===== config.mk =====
export PLATFORM = sky130hd
export DESIGN_NAME = adc_serial_if
export DESIGN_NICKNAME = d
export VERILOG_FILES = /design/src/rtl/adc_if_pkg.sv /design/src/rtl/adc_in_sync.sv /design/src/rtl/adc_sclk_edges.sv /design/src/rtl/adc_cmd_rx.sv /design/src/rtl/adc_result_tx.sv /design/src/rtl/adc_serial_if.sv
export SDC_FILE = /design/constraint.sdc
export NUM_CORES = 1
export LEC_CHECK = 0
export BUFFER_PORTS_ARGS = -buffer_cell sky130_fd_sc_hd__buf_2
export CAP_MARGIN = 15
export CORE_ASPECT_RATIO = 0.7
export CORE_MARGIN = 4
export CORE_UTILIZATION = 55
export CTS_BUF_LIST = sky130_fd_sc_hd__clkbuf_8
export DETAILED_ROUTE_END_ITERATION = 6
export GPL_ROUTABILITY_DRIVEN = 0
export GPL_TIMING_DRIVEN = 1
export PLACE_DENSITY = 0.76
export SLEW_MARGIN = 20
export SYNTH_ARGS = -nofsm -noshare
export SYNTH_HDL_FRONTEND = slang
export SYNTH_SLANG_ARGS = --single-unit

===== constraint.sdc =====
create_clock -name clk -period 5.5 [get_ports clk]
set_input_delay 0.55 -clock clk [delete_from_list [all_inputs] [get_ports clk]]
set_output_delay 0.55 -clock clk [all_outputs]
set_load 0.01 [all_outputs]

===== src/rtl/adc_if_pkg.sv =====
// Package: shared constants and types for the serial ADC interface.
// Assumes an 8-bit command whose field positions are fixed by the host protocol.
package adc_if_pkg;

    localparam int CMD_BITS  = 8;
    localparam int CHAN_BITS = 3;
    localparam int CHAN_LSB  = 4;
    localparam int UNI_POS   = 3;
    localparam int SGL_POS   = 2;

    typedef enum logic [1:0] {
        MODE_FULL_PD = 2'b00,
        MODE_FAST_PD = 2'b01,
        MODE_INT_CLK = 2'b10,
        MODE_EXT_CLK = 2'b11
    } pwr_mode_e;

    typedef struct packed {
        logic [CHAN_BITS-1:0] chan;
        logic                 unipolar;
        logic                 single;
        pwr_mode_e            mode;
    } cmd_fields_t;

    typedef enum logic [1:0] {
        RX_HUNT    = 2'd0,
        RX_COLLECT = 2'd1,
        RX_WAIT    = 2'd2
    } rx_state_e;

    typedef enum logic [1:0] {
        TX_IDLE   = 2'd0,
        TX_PEND   = 2'd1,
        TX_STROBE = 2'd2,
        TX_SHIFT  = 2'd3
    } tx_state_e;

    // Splits a complete command byte into its fields.
    function automatic cmd_fields_t decode_cmd(input logic [CMD_BITS-1:0] b);
        cmd_fields_t f;
        f.chan     = b[CHAN_LSB +: CHAN_BITS];
        f.unipolar = b[UNI_POS];
        f.single   = b[SGL_POS];
        f.mode     = pwr_mode_e'(b[1:0]);
        return f;
    endfunction

endpackage


===== src/rtl/adc_in_sync.sv =====
// Module: input synchroniser for one pin.
// STAGES flip-flops in series; with STAGES = 0 the pin passes straight
// through, for callers whose inputs are already in the clk domain.
// Assumes the reset value matches the pin's idle level.
module adc_in_sync #(
    parameter int   STAGES  = 2,
    parameter logic RST_VAL = 1'b0
) (
    input  logic clk,
    input  logic rst_n,
    input  logic d_i,
    output logic q_o
);

    generate
        if (STAGES == 0) begin : g_bypass
            assign q_o = d_i;
        end else begin : g_chain
            logic [STAGES-1:0] ff;

            // Shift the pin through the synchroniser chain.
            always_ff @(posedge clk) begin
                if (!rst_n) begin
                    ff <= {STAGES{RST_VAL}};
                end else begin
                    ff[0] <= d_i;
                    for (int i = 1; i < STAGES; i++) begin
                        ff[i] <= ff[i-1];
                    end
                end
            end

            assign q_o = ff[STAGES-1];
        end
    endgenerate

endmodule


===== src/rtl/adc_sclk_edges.sv =====
// Module: serial-clock edge finder.
// Compares the synchronised serial clock with its value one clk earlier and
// gives single-cycle rise and fall pulses. Assumes sclk is much slower than clk.
module adc_sclk_edges (
    input  logic clk,
    input  logic rst_n,
    input  logic sclk_i,
    output logic rise_o,
    output logic fall_o
);

    logic sclk_q;

    // Remember the previous serial-clock level.
    always_ff @(posedge clk) begin
        if (!rst_n) sclk_q <= 1'b0;
        else        sclk_q <= sclk_i;
    end

    assign rise_o = sclk_i & ~sclk_q;
    assign fall_o = ~sclk_i & sclk_q;

endmodule


===== src/rtl/adc_cmd_rx.sv =====
// Module: command receiver.
// Hunts for the start bit, shifts in the rest of the command and registers
// the decoded fields. After an external-clock command it waits for the
// transmitter to release it before hunting again.
// Assumes cs_n_i, rise_i and din_i are in the clk domain.
module adc_cmd_rx
    import adc_if_pkg::*;
(
    input  logic        clk,
    input  logic        rst_n,
    input  logic        cs_n_i,
    input  logic        rise_i,
    input  logic        din_i,
    input  logic        release_i,
    output cmd_fields_t fields_o,
    output logic        done_o
);

    localparam int CNT_W = $clog2(CMD_BITS + 1);

    rx_state_e             state;
    logic [CMD_BITS-2:0]   shreg;
    logic [CNT_W-1:0]      cnt;
    logic [CMD_BITS-1:0]   byte_next;
    cmd_fields_t           fields_q;

    assign byte_next = {shreg, din_i};

    // Framing, shifting and field capture for one command.
    always_ff @(posedge clk) begin
        if (!rst_n) begin
            state    <= RX_HUNT;
            shreg    <= '0;
            cnt      <= '0;
            done_o   <= 1'b0;
            fields_q <= '0;
        end else begin
            done_o <= 1'b0;
            if (cs_n_i) begin
                state <= RX_HUNT;
                cnt   <= '0;
            end else begin
                case (state)
                    RX_HUNT: begin
                        if (rise_i && din_i) begin
                            shreg <= {{(CMD_BITS-2){1'b0}}, 1'b1};
                            cnt   <= CNT_W'(1);
                            state <= RX_COLLECT;
                        end
                    end
                    RX_COLLECT: begin
                        if (rise_i) begin
                            shreg <= byte_next[CMD_BITS-2:0];
                            if (cnt == CNT_W'(CMD_BITS - 1)) begin
                                cnt      <= '0;
                                done_o   <= 1'b1;
                                fields_q <= decode_cmd(byte_next);
                                state    <= (pwr_mode_e'(byte_next[1:0]) == MODE_EXT_CLK)
                                            ? RX_WAIT : RX_HUNT;
                            end else begin
                                cnt <= cnt + CNT_W'(1);
                            end
                        end
                    end
                    RX_WAIT: begin
                        if (release_i) state <= RX_HUNT;
                    end
                    default: state <= RX_HUNT;
                endcase
            end
        end
    end

    assign fields_o = fields_q;

    // a zero seen while hunting keeps the receiver hunting.
    a_r1_zero_keeps_hunting: assert property (@(posedge clk) disable iff (!rst_n)
        (state == RX_HUNT && !cs_n_i && rise_i && !din_i) |=> state == RX_HUNT);

    // the decoded fields change only on the clock that completes a command.
    a_r2_fields_hold: assert property (@(posedge clk) disable iff (!rst_n)
        (fields_q != $past(fields_q)) |-> done_o);

    // while waiting on the transmitter no command can complete.
    a_r7_wait_blocks_cmd: assert property (@(posedge clk) disable iff (!rst_n)
        (state == RX_WAIT && !release_i && !cs_n_i) |=> !done_o);

endmodule


===== src/rtl/adc_result_tx.sv =====
// Module: result transmitter.
// Captures the coded sample on load, then steps through strobe and data
// on successive serial-clock falling edges and releases the receiver.
// Assumes fall_i and cs_n_i are in the clk domain.
module adc_result_tx #(
    parameter int RES_W = 12
) (
    input  logic             clk,
    input  logic             rst_n,
    input  logic             cs_n_i,
    input  logic             fall_i,
    input  logic             load_i,
    input  logic             unipolar_i,
    input  logic [RES_W-1:0] sample_i,
    output logic             dout_o,
    output logic             strobe_o,
    output logic             release_o
);

    import adc_if_pkg::*;

    localparam int               CNT_W    = $clog2(RES_W + 1);
    localparam logic [RES_W-1:0] MSB_FLIP = {1'b1, {(RES_W-1){1'b0}}};

    tx_state_e        state;
    logic [RES_W-1:0] sh;
    logic [RES_W-1:0] code;
    logic [CNT_W-1:0] cnt;

    // Output coding: offset binary passes through, bipolar flips the MSB.
    always_comb begin
        code = unipolar_i ? sample_i : (sample_i ^ MSB_FLIP);
    end

    // Strobe and result sequencing on serial-clock falling edges.
    always_ff @(posedge clk) begin
        if (!rst_n) begin
            state     <= TX_IDLE;
            sh        <= '0;
            cnt       <= '0;
            dout_o    <= 1'b0;
            strobe_o  <= 1'b0;
            release_o <= 1'b0;
        end else begin
            release_o <= 1'b0;
            if (cs_n_i) begin
                state    <= TX_IDLE;
                cnt      <= '0;
                dout_o   <= 1'b0;
                strobe_o <= 1'b0;
            end else begin
                case (state)
                    TX_IDLE: begin
                        if (load_i) begin
                            sh    <= code;
                            state <= TX_PEND;
                        end
                    end
                    TX_PEND: begin
                        if (fall_i) begin
                            strobe_o <= 1'b1;
                            state    <= TX_STROBE;
                        end
                    end
                    TX_STROBE: begin
                        if (fall_i) begin
                            strobe_o <= 1'b0;
                            dout_o   <= sh[RES_W-1];
                            sh       <= sh << 1;
                            cnt      <= CNT_W'(1);
                            state    <= TX_SHIFT;
                        end
                    end
                    TX_SHIFT: begin
                        if (fall_i) begin
                            if (cnt == CNT_W'(RES_W)) begin
                                dout_o    <= 1'b0;
                                cnt       <= '0;
                                release_o <= 1'b1;
                                state     <= TX_IDLE;
                            end else begin
                                dout_o <= sh[RES_W-1];
                                sh     <= sh << 1;
                                cnt    <= cnt + CNT_W'(1);
                            end
                        end
                    end
                    default: state <= TX_IDLE;
                endcase
            end
        end
    end

    // the strobe lasts until the next falling serial-clock edge only.
    a_r3_strobe_one_period: assert property (@(posedge clk) disable iff (!rst_n)
        (strobe_o && fall_i && !cs_n_i) |=> !strobe_o);

    // data-out is quiet while the strobe is high.
    a_r3_strobe_quiet_data: assert property (@(posedge clk) disable iff (!rst_n)
        strobe_o |-> !dout_o);

    // the receiver is released only after a full result.
    a_r4_release_after_shift: assert property (@(posedge clk) disable iff (!rst_n)
        release_o |-> (!strobe_o && !dout_o));

endmodule


===== src/rtl/adc_serial_if.sv =====
// Module: top of the serial ADC command and readout interface.
// Synchronises the host pins, finds serial-clock edges, receives commands,
// sends results and drives the pad enables.
// Assumes sclk idles low and runs well below clk / (2 * (SYNC_STAGES + 2)).
module adc_serial_if #(
    parameter int RES_W       = 12,
    parameter int SYNC_STAGES = 2
) (
    input  logic             clk,
    input  logic             rst_n,
    input  logic             cs_n,
    input  logic             sclk,
    input  logic             din,
    input  logic [RES_W-1:0] sample_i,
    output logic             dout,
    output logic             dout_oe,
    output logic             strobe,
    output logic             strobe_oe,
    output logic [2:0]       chan_o,
    output logic             unipolar_o,
    output logic             single_o,
    output logic [1:0]       mode_o
);

    import adc_if_pkg::*;

    logic        cs_s, sclk_s, din_s;
    logic        rise, fall;
    logic        cmd_done, tx_release, tx_load;
    logic        oe_q;
    cmd_fields_t fields;

    adc_in_sync #(.STAGES(SYNC_STAGES), .RST_VAL(1'b1)) u_sync_cs (
        .clk(clk), .rst_n(rst_n), .d_i(cs_n), .q_o(cs_s));
    adc_in_sync #(.STAGES(SYNC_STAGES), .RST_VAL(1'b0)) u_sync_sclk (
        .clk(clk), .rst_n(rst_n), .d_i(sclk), .q_o(sclk_s));
    adc_in_sync #(.STAGES(SYNC_STAGES), .RST_VAL(1'b0)) u_sync_din (
        .clk(clk), .rst_n(rst_n), .d_i(din), .q_o(din_s));

    adc_sclk_edges u_edges (
        .clk(clk), .rst_n(rst_n), .sclk_i(sclk_s), .rise_o(rise), .fall_o(fall));

    adc_cmd_rx u_rx (
        .clk       (clk),
        .rst_n     (rst_n),
        .cs_n_i    (cs_s),
        .rise_i    (rise),
        .din_i     (din_s),
        .release_i (tx_release),
        .fields_o  (fields),
        .done_o    (cmd_done)
    );

    assign tx_load = cmd_done && (fields.mode == MODE_EXT_CLK);

    adc_result_tx #(.RES_W(RES_W)) u_tx (
        .clk        (clk),
        .rst_n      (rst_n),
        .cs_n_i     (cs_s),
        .fall_i     (fall),
        .load_i     (tx_load),
        .unipolar_i (fields.unipolar),
        .sample_i   (sample_i),
        .dout_o     (dout),
        .strobe_o   (strobe),
        .release_o  (tx_release)
    );

    // Pad drive enables follow the synchronised chip select.
    always_ff @(posedge clk) begin
        if (!rst_n) oe_q <= 1'b0;
        else        oe_q <= ~cs_s;
    end

    assign dout_oe    = oe_q;
    assign strobe_oe  = oe_q;
    assign chan_o     = fields.chan;
    assign unipolar_o = fields.unipolar;
    assign single_o   = fields.single;
    assign mode_o     = fields.mode;

    // chip select high silences data and strobe on the next clock.
    a_r8_cs_high_silent: assert property (@(posedge clk) disable iff (!rst_n)
        cs_s |=> (!strobe && !dout));

    // the strobe is never high on an undriven pin.
    a_r8_strobe_driven: assert property (@(posedge clk) disable iff (!rst_n)
        strobe |-> strobe_oe);

    // only an external-clock command produces a strobe.
    a_r3_strobe_needs_ext: assert property (@(posedge clk) disable iff (!rst_n)
        strobe |-> (mode_o == 2'b11));

endmodule


Word level (Yosys, flattened, before mapping)
Cells that the tools add are included.
{"block": "totals", "register_bits": 49, "inputBits": 17, "output_inout_bits": 11, "wordCells": 108}
{"block": "op_classes", "addsub": 2, "n_eq_ne": 19, "mux": 38, "bitwise_logic": 11, "n_reduce_logical": 19}
{"operator": "$mux 12", "n": 5}
{"operator": "$pmux 12 s3", "n": 1}
{"operator": "$mux 4", "n": 6}
{"operator": "$mux 2", "n": 10}
{"operator": "$pmux 4 s2", "n": 2}
{"operator": "$mux 6", "n": 2}
{"operator": "$pmux 6 s2", "n": 1}
{"operator": "$reduce_and 4->1", "n": 3}
{"operator": "$eq 2x2->1 const B", "n": 5}
{"operator": "$ne 2x1->1 const B", "n": 5}
{"operator": "$ne 2x2->1 const B", "n": 5}
{"operator": "$not 1->1", "n": 9}
{"operator": "$reduce_and 3->1", "n": 3}
{"operator": "$add 4x1->4 const B", "n": 2}
{"operator": "$pmux 2 s4", "n": 1}
{"operator": "$reduce_or 4->1", "n": 2}
{"operator": "$mux 1", "n": 7}
{"operator": "$pmux 2 s3", "n": 1}
{"operator": "$reduce_and 6->1", "n": 1}
{"operator": "$reduce_bool 2->1", "n": 3}
{"operator": "$reduce_and 5->1", "n": 1}
{"operator": "$eq 2x1->1 const B", "n": 2}
{"operator": "$eq 4x3->1 const B", "n": 1}
{"operator": "$eq 4x4->1 const B", "n": 1}
{"operator": "6 further kinds", "n": 10}

Logic depth before layout (Yosys ltp)
Gate-level depths: netlist of the first run.
{"block": "logic_depth", "depth_word": 5, "mapped_depth": 7, "depth_no_buf": 6}

Cells and area by module
Synthesis of the first run repeated with hierarchy kept, for this count alone.
{"block": "unflattened", "hier_cells": 236, "hier_area_um2": 2240.9}
{"module": "adc_result_tx", "n_inst": 1, "cells_each": 118, "area_per_inst_um2": 1164.9, "seq_area_each_um2": 420.4}
{"module": "adc_cmd_rx", "n_inst": 1, "cells_each": 98, "area_per_inst_um2": 839.6, "seq_area_each_um2": 400.4}
{"module": "adc_in_sync", "n_inst": 3, "cells_each": 4, "area_per_inst_um2": 52.6, "seq_area_each_um2": 40.0}
{"module": "adc_serial_if", "n_inst": 1, "cells_each": 4, "area_per_inst_um2": 40.0, "seq_area_each_um2": 20.0}
{"module": "adc_sclk_edges", "n_inst": 1, "cells_each": 4, "area_per_inst_um2": 38.8, "seq_area_each_um2": 20.0}

Least setup slack after synthesis of the first run
Ideal clock, no wire load.
{"block": "synth_timing", "kind": "register -> register", "startpoint": "register u_tx.cnt[0]", "endpoint": "register u_tx.sh[10]", "setup_time_ns": 0.087, "arrival_ns": 1.726, "required_time_ns": 5.413, "path_slack_ns": 3.687, "stages_incl_launch_ff": 8, "path_buffers": 1, "synth_period_minus_slack_ns": 1.813, "path_cell_list": "dfxtp_1 inv_1 ha_1 and3_4 a22o_1 or3_4 buf_6 o31ai_1"}
{"block": "synth_between", "elab_chain_len": 3}
{"item": "start: declaration", "line_no": "adc_result_tx.sv:28", "source": "logic [CNT_W-1:0] cnt;"}
{"item": "start signal: assignment", "line_no": "adc_result_tx.sv:84", "source": "cnt <= cnt + CNT_W'(1);"}
{"item": "$eq 4x4->1", "line_no": "adc_result_tx.sv:76", "source": "if (cnt == CNT_W'(RES_W)) begin"}
{"item": "$ne 2x2->1 (no line)"}
{"item": "$reduce_and 6->1 (no line)"}
{"item": "end signal: assignment", "line_no": "adc_result_tx.sv:55", "source": "sh <= code;"}
{"item": "end signal: assignment", "line_no": "adc_result_tx.sv:69", "source": "sh <= sh << 1;"}
{"item": "end signal: assignment", "line_no": "adc_result_tx.sv:83", "source": "sh <= sh << 1;"}
{"item": "end: declaration", "line_no": "adc_result_tx.sv:26", "source": "logic [RES_W-1:0] sh;"}
No other way between the ends.
A chain may end at the register's enable or synchronous reset.

Final worst setup path of the first run
{"block": "layout_timing", "startpoint": "register u_tx.state[0]", "endpoint": "register u_tx.sh[0]"}
{"block": "layout_between", "elab_chain_len": 3, "word_cells_on_any_way": 10, "classes_between": "6 x eq/ne; 1 x mux; 3 x reduce/logical"}
{"item": "start: declaration", "line_no": "adc_result_tx.sv:25", "source": "tx_state_e state;"}
{"item": "start signal: assignment", "line_no": "adc_result_tx.sv:38", "source": "state <= TX_IDLE;"}
{"item": "start signal: assignment", "line_no": "adc_result_tx.sv:47", "source": "state <= TX_IDLE;"}
{"item": "start signal: assignment", "line_no": "adc_result_tx.sv:56", "source": "state <= TX_PEND;"}
{"item": "$eq 2x2->1 / $logic_not 2->1 (equally long branches)", "line_no": "adc_result_tx.sv:52", "source": "case (state)"}
{"item": "$ne 2x2->1 (no line) / $reduce_bool 3->1 (equally long branches)"}
{"item": "$reduce_and 6->1 (no line)"}
Parallel ways exist; a longest one is shown, timed or not.

==> results of run 1 <==
power by group:
part	switching, mW	internal [mW]	total, mW	leakage [nW]
Clock	0.115	0.0879	0.203	0.0416
Sequential	0.00242	0.357	0.359	0.396
Combinational	0.0110	0.00791	0.0189	0.544
synthesized netlist by cell type (all sizes together) (2+ instances only):
master	n
a31oi	2
clkbuf	6
or3b	3
mux2i	26
o21ai	6
nand3	6
a21oi	6
dfxtp	49
nor2	25
o311ai	11
o31ai	12
a211oi	6
nor3	5
ha	7
nand4b	2
and3	2
inv	7
dlygate4sd1	2
nor2b	2
a22o	2
nand2	8
nand2b	7
a32oi	2
and2	10
buf	5
registers in the layout, indices dropped and copies added, names as in the netlist, 2 cells and up:
signal and count:
u_tx.sh 12, u_rx.fields_o 7, u_rx.shreg 6, u_rx.cnt 4, u_tx.cnt 4, u_rx.state 2, u_sync_cs.g_chain.ff 2, u_sync_din.g_chain.ff 2
u_sync_sclk.g_chain.ff 2, u_tx.state 2
per-stage QoR:
step	cells	setup slack (ns)	cell area [sq um]	power, mW
global placement	293	3.02	2340	0.386
finish	301	2.82	2430	0.581
global route	301	2.66	2430	0.609
CTS	301	2.87	2430	0.591
floorplan	227	3.69	2230	0.379
detailed placement	293	2.92	2340	0.387
cell families (layout without fill, tap and decap cells):
family                   after synthesis  in the layout  synth area share [%]
AND/OR/NAND/NOR                       75             75                  19.2
AO/OA/AOI/OAI                         49             49                  15.9
buffers and inverters                 20             42                  4.89
flip-flops                            49             49                  44.0
multiplexers                          26             26                  11.7
XOR/XNOR                               1              1                 0.393
adder cells (fa/ha/maj)                7              7                  3.93
worst max-delay path: cells and delay by family (launching register included):
| kind | cells | cell delay, ns |
|---|---|---|
| simple gates | 2 | 0.80 |
| flops | 1 | 0.37 |
| mux | 2 | 1.05 |
| buf+inv | 1 | 0.09 |
| fa+ha+maj | 1 | 0.30 |
layout by cell type, fill, tap and decap left out, drive strengths merged, types with 3 or more instances in the layout:
cell type / Yosys / final
buf: 5 / 27
nor2: 25 / 25
nand2: 8 / 8
clkbuf: 6 / 5
dfxtp: 49 / 49
nand2b: 7 / 7
a21oi: 6 / 6
ha: 7 / 7
o21ai: 6 / 6
o311ai: 11 / 11
a211oi: 6 / 6
and2: 10 / 10
inv: 7 / 8
mux2i: 26 / 26
nand3: 6 / 6
or3b: 3 / 3
o31ai: 12 / 12
nor3: 5 / 5
worst paths after layout:
check / slack (ns) / cells after the start / to / start
max: 2.82 / 6 / u_tx.sh[0]$_SDFFE_PN0P_ / u_tx.state[0]$_SDFFE_PP0P_
min: 0.41 / 1 / u_sync_cs.g_chain.ff[1]$_SDFF_PN1_ / u_sync_cs.g_chain.ff[0]$_SDFF_PN1_
max reg2reg: 2.82 / 6 / u_tx.sh[0]$_SDFFE_PN0P_ / u_tx.state[0]$_SDFFE_PP0P_
min reg2reg: 0.41 / 1 / u_sync_cs.g_chain.ff[1]$_SDFF_PN1_ / u_sync_cs.g_chain.ff[0]$_SDFF_PN1_
layer usage:
| metal | vias up | routed length, um | track usage, % |
|---|---|---|---|
| li1 | 864 | - | - |
| met1 | 778 | 2180 | 24.5 |
| met2 | 41 | 1760 | 25.3 |
| met3 | 2 | 221 | 3.74 |
| met4 | 0 | 18 | 4.13 |
| met5 | - | 0 | 0 |
final cells by class:
type / instances / area share, %
Clock buffer: 5 / 2.83
Clock inverter: 3 / 0.772
Inverter: 7 / 1.08
Multi-Input combinational cell: 158 / 46.8
Sequential cell: 49 / 40.3
Tap cell: 52 / 2.67
Timing Repair Buffer: 27 / 5.56
==> flow_summary_export.csv, run 1 <==
group,metric,value,unit
timing,min_period,2.68,ns
synthesis,syn-num-nets,251,
critical_path,endpoint_kind,"flip-flop",
route,vias_per_cell,5.60,
clock_tree,clockBufferDepth,2,
cells_and_area,nets,272,
cells_and_area,multi_input_area,1140,sq um
clock_tree,cts_tree,"yes",
floorplan,start_util,56.8,%
synthesis,ys_ff_latch,49,
floorplan,die_w,84.1,um
timing,relSlewSlack,34.2,%
timing,fin_crit_sh,48.7,%
route,ant_nets,0,
global_routing,grt_pass1_vias,1449,
cells_and_area,fill_cells,357,
critical_path,slowest_delay,0.86,ns
route,route.detailed.drc,0,
timing,fin_worst_skew,0.00428,ns
timing,setup_viol,0,
cells_and_area,postLayoutCoreUtil,62.0,%
synthesis,synth_top_area_share,44.0,%
clock_tree,numCtsBuffers,5,
place,numPortBuffers,27,
global_routing,grt_first_pass_wirelength,6990,um
cells_and_area,post_route_cells_drive_above_1_share,15.7,%
clock_tree,clock_latency,0.29,ns
global_routing,grt_max_degree,25,
floorplan,rows,19,
critical_path,cp_cell_sequence,"inv_1 > ha_1 > nor2_4 > mux2i_1 > or3_4 > mux2i_1",
floorplan,io_pins,28,
timing,fmax,374,MHz
power_and_ir_drop,powerDensity,239,nW/um^2
clock_tree,cts.repair.resized,0,
global_routing,antenna_found_initial,0,
timing,rsz0062_at_grt,"false",
critical_path,critPathArrivalTime,2.90,ns
clock_tree,root_buffer,"clkbuf_8",
synthesis,syn_avg_cell_area,9.81,sq um
timing,finalSetupTns,0,ns
floorplan,core,3920,sq um
outcome,status,"finished clean",
route,firstDrtPassIters,4,
timing,drv_slew,0,
power_and_ir_drop,leakagePower,0.982,nW
timing,hold_ws,0.412,ns
synthesis,syn_area,2230,sq um
cells_and_area,antennaDiodeCount,0,
clock_tree,htree_levels,2,
clock_tree,cts_setup_buffers,0,
route,vias,1685,
cells_and_area,seq_area,981,sq um
synthesis,syn-instance-count,227,
critical_path,critical_path_class,"reg -> reg",
synthesis,synth-seq-area-share,44.0,%
critical_path,critPathMostFrequentCell,"mux2i_1",
critical_path,cp_max_fo,13,
synthesis,yosys.area.top_type,"dfxtp_1",
global_routing,grtUsageTotal,16.7,%
floorplan,dieArea,5150,sq um
synthesis,synth.distinct_cells,41,
clock_tree,holdBufCountCts,0,
critical_path,required,5.73,ns
cells_and_area,area_delta_synth_final,9.21,%
flow_run,max_cap_violations,0,
place,dp.final_hpwl,2930,um
timing,hold_violations,0,
power_and_ir_drop,ir_worst_vdd,0.163,mV
floorplan,die_h,61.2,um
synthesis,yosys_most_used_dff,"dfxtp_1",
synthesis,synth_warnings,0,
clock_tree,cts_sinks,49,
synthesis,synth_area_leaders,"dfxtp_1 (44%), mux2i_1 (12%), nor2_1 (4.0%)",
synthesis,synth_edf_count,0,
timing,worstMarginPinSlew,0.959,ns
global_routing,gr-total-overflow,0,
critical_path,slowest_stage,"mux2i_1",
critical_path,start_kind,"flip-flop",
clock_tree,clk_pin_slew,0.09,ns
synthesis,async_flop_share,0,%
route,drt_iter0_drc,108,
route,wirelength,4170,um
route,routedWlPerCell,13.9,um
min_path,hp-class,"reg -> reg",
No activity file was read; power rests on OpenSTA's default activity.
==> run 2: changes to the inputs <==
--- a/config.mk
+++ b/config.mk
@@ -9,12 +9,12 @@
 export CAP_MARGIN = 15
 export CORE_ASPECT_RATIO = 0.7
 export CORE_MARGIN = 4
-export CORE_UTILIZATION = 55
+export CORE_UTILIZATION = 54
 export CTS_BUF_LIST = sky130_fd_sc_hd__clkbuf_8
 export DETAILED_ROUTE_END_ITERATION = 6
 export GPL_ROUTABILITY_DRIVEN = 0
 export GPL_TIMING_DRIVEN = 1
-export PLACE_DENSITY = 0.76
+export PLACE_DENSITY = 0.78
 export SLEW_MARGIN = 20
 export SYNTH_ARGS = -nofsm -noshare
 export SYNTH_HDL_FRONTEND = slang
==> constraint.sdc (replaced) <==
create_clock -name clk -period 2.45 [get_ports clk]
set_input_delay 0.245 -clock clk [delete_from_list [all_inputs] [get_ports clk]]
set_output_delay 0.245 -clock clk [all_outputs]
set_load 0.01 [all_outputs]
==> run 2 against run 1 <==
Compared with the run above:
- non-clock buffer count is 4 higher
- final area is 1.7% higher
- critical endpoint is now u_tx.sh[4]$_SDFFE_PN0P_
- via count hardly changed
- power is 140% higher
- setup slack worse by 2.5 ns
- critical path type unchanged
- highest routed layer unchanged
- sequential share of layout area is 0.67 points lower
- wire length hardly changed
- clock power grew to 2.5 times the previous value
- fmax is 27% higher
- combinational power is 130% higher
==> flow_summary_export.csv, run 2 (synthesized netlist as in run 1, its figures left out) <==
group,metric,value,unit
place,dp.final_hpwl,2870,um
route,drt_iter0_drc,84,
critical_path,critPathArrivalTime,2.35,ns
clock_tree,clock_latency,0.32,ns
floorplan,die_w,84.8,um
cells_and_area,postLayoutCoreUtil,62.7,%
floorplan,core,3950,sq um
cells_and_area,post_route_cells_drive_above_1_share,17.4,%
timing,relSlewSlack,51.1,%
cells_and_area,design_area,2470,sq um
critical_path,required,2.68,ns
route,firstDrtPassIters,4,
power_and_ir_drop,powerDensity,553,nW/um^2
clock_tree,holdBufCountCts,0,
timing,finalSetupTns,0,ns
timing,fin_crit_sh,86.3,%
clock_tree,root_buffer,"clkbuf_8",
floorplan,start_util,56.4,%
power_and_ir_drop,finalPower,1.37,mW
floorplan,io_pins,28,
critical_path,endpoint_kind,"flip-flop",
cells_and_area,antennaDiodeCount,0,
timing,drv_slew,0,
timing,rsz0062_at_grt,"false",
global_routing,grt_first_pass_wirelength,6720,um
clock_tree,cts_sinks,49,
clock_tree,clockBufferDepth,2,
clock_tree,clk_pin_slew,0.10,ns
floorplan,rows,19,
global_routing,antenna_found_initial,0,
global_routing,grtUsageTotal,16.6,%
cells_and_area,largest_reg_flops,12,
cells_and_area,nets,276,
route,ant_nets,0,
route,vias_per_cell,5.52,
timing,worstMarginPinSlew,0.732,ns
global_routing,grt_pass1_vias,1459,
clock_tree,numCtsBuffers,5,
critical_path,critical_path_class,"reg -> reg",
route,wirelength,4180,um
power_and_ir_drop,ir_worst_vdd,0.488,mV
global_routing,grt_max_degree,25,
cells_and_area,area_delta_synth_final,11.1,%
timing,setup_viol,0,
cells_and_area,final_common_cell,"dfxtp_1",
floorplan,die_h,61.7,um
timing,min_period,2.11,ns
clock_tree,htree_levels,2,
place,numPortBuffers,27,
route,routedWlPerCell,13.7,um
clock_tree,cts.repair.resized,0,
route,vias,1684,
min_path,hp-class,"in -> reg",
critical_path,rrSetupSlack,0.34,ns
critical_path,cp_cell_sequence,"inv_1 > ha_1 > and3_4 > a22o_1 > or3_4 > o31ai_1",
timing,hold_violations,0,
critical_path,slowest_delay,0.52,ns
cells_and_area,final_cell_mix,"dfxtp_1 (49), buf_2 (27), mux2i_1 (26)",
flow_run,max_cap_violations,0,
clock_tree,cts_tree,"yes",
timing,fmax,473,MHz
route,route.detailed.drc,0,
global_routing,gr-total-overflow,0,
power_and_ir_drop,leakagePower,1.01,nW
place,place_area,2370,sq um
critical_path,cp_max_fo,12,
clock_tree,cts_setup_buffers,0,
outcome,status,"finished clean",
critical_path,slowest_stage,"or3_4",
cells_and_area,largest_register,"u_tx.sh",
timing,fin_worst_skew,0.0148,ns
critical_path,start_kind,"flip-flop",
floorplan,dieArea,5230,sq um
==> run 2: changes by cell type in the layout (fill, tap and decap cells not counted) <==
cell	change
clkbuf_8	+1
inv_1	-1
inv_6	+1
buf_4	+4
clkinvlp_4	-1
==> run 2: critical path, delay by kind of cell, from the launching register on <==
family | cells | cell delay [ns]
adders and majority gates | 1 | 0.21
and+or+nand+nor | 2 | 0.71
buffers and inverters | 1 | 0.07
DFF | 1 | 0.40
AOI/OAI and AO/OA | 2 | 0.64
==> run 2: final timing paths <==
check,startpoint,depth (start not counted),to
hold / removal,cs_n,2,u_sync_cs.g_chain.ff[0]$_SDFF_PN1_
setup / recovery,u_tx.cnt[0]$_SDFFE_PP0P_,6,u_tx.sh[4]$_SDFFE_PN0P_
setup reg to reg,u_tx.cnt[0]$_SDFFE_PP0P_,6,u_tx.sh[4]$_SDFFE_PN0P_
hold reg to reg,u_sync_cs.g_chain.ff[0]$_SDFF_PN1_,1,u_sync_cs.g_chain.ff[1]$_SDFF_PN1_
==> run 2: where the power goes <==
| part | switching (mW) | internal [mW] |
|---|---|---|
| logic | 0.0253 | 0.0188 |
| clock network | 0.285 | 0.233 |
| registers | 0.00542 | 0.801 |
==> run 2: final cells by class <==
class / instances / area [sq um]
fillers: 347 / 1470
multi-input cells: 158 / 1140
flip-flops and latches: 49 / 981
repair buffers: 31 / 165
clock buffers: 6 / 82.6
well taps: 52 / 65.1
inverters: 7 / 26.3
clock inverters: 2 / 16.3
==> run 2: routing by layer <==
layer | vias up | GRT usage, % | wire length [um]
met5 | - | 0 | 0
met4 | 0 | 6.77 | 61
met3 | 6 | 5.93 | 224
met2 | 33 | 24.6 | 1770
met1 | 773 | 22.3 | 2120
li1 | 872 | - | -
==> run 2: metrics by stage <==
stage,hold slack (ns),cells,worst slack [ns]
6_report,0.106,305,0.335
5_1_grt,0.0937,305,0.217
4_1_cts,0.0943,305,0.330
3_5_place_dp,0.397,297,0.369
3_3_place_gp,0.391,297,0.455
2_1_floorplan,0.346,227,0.637
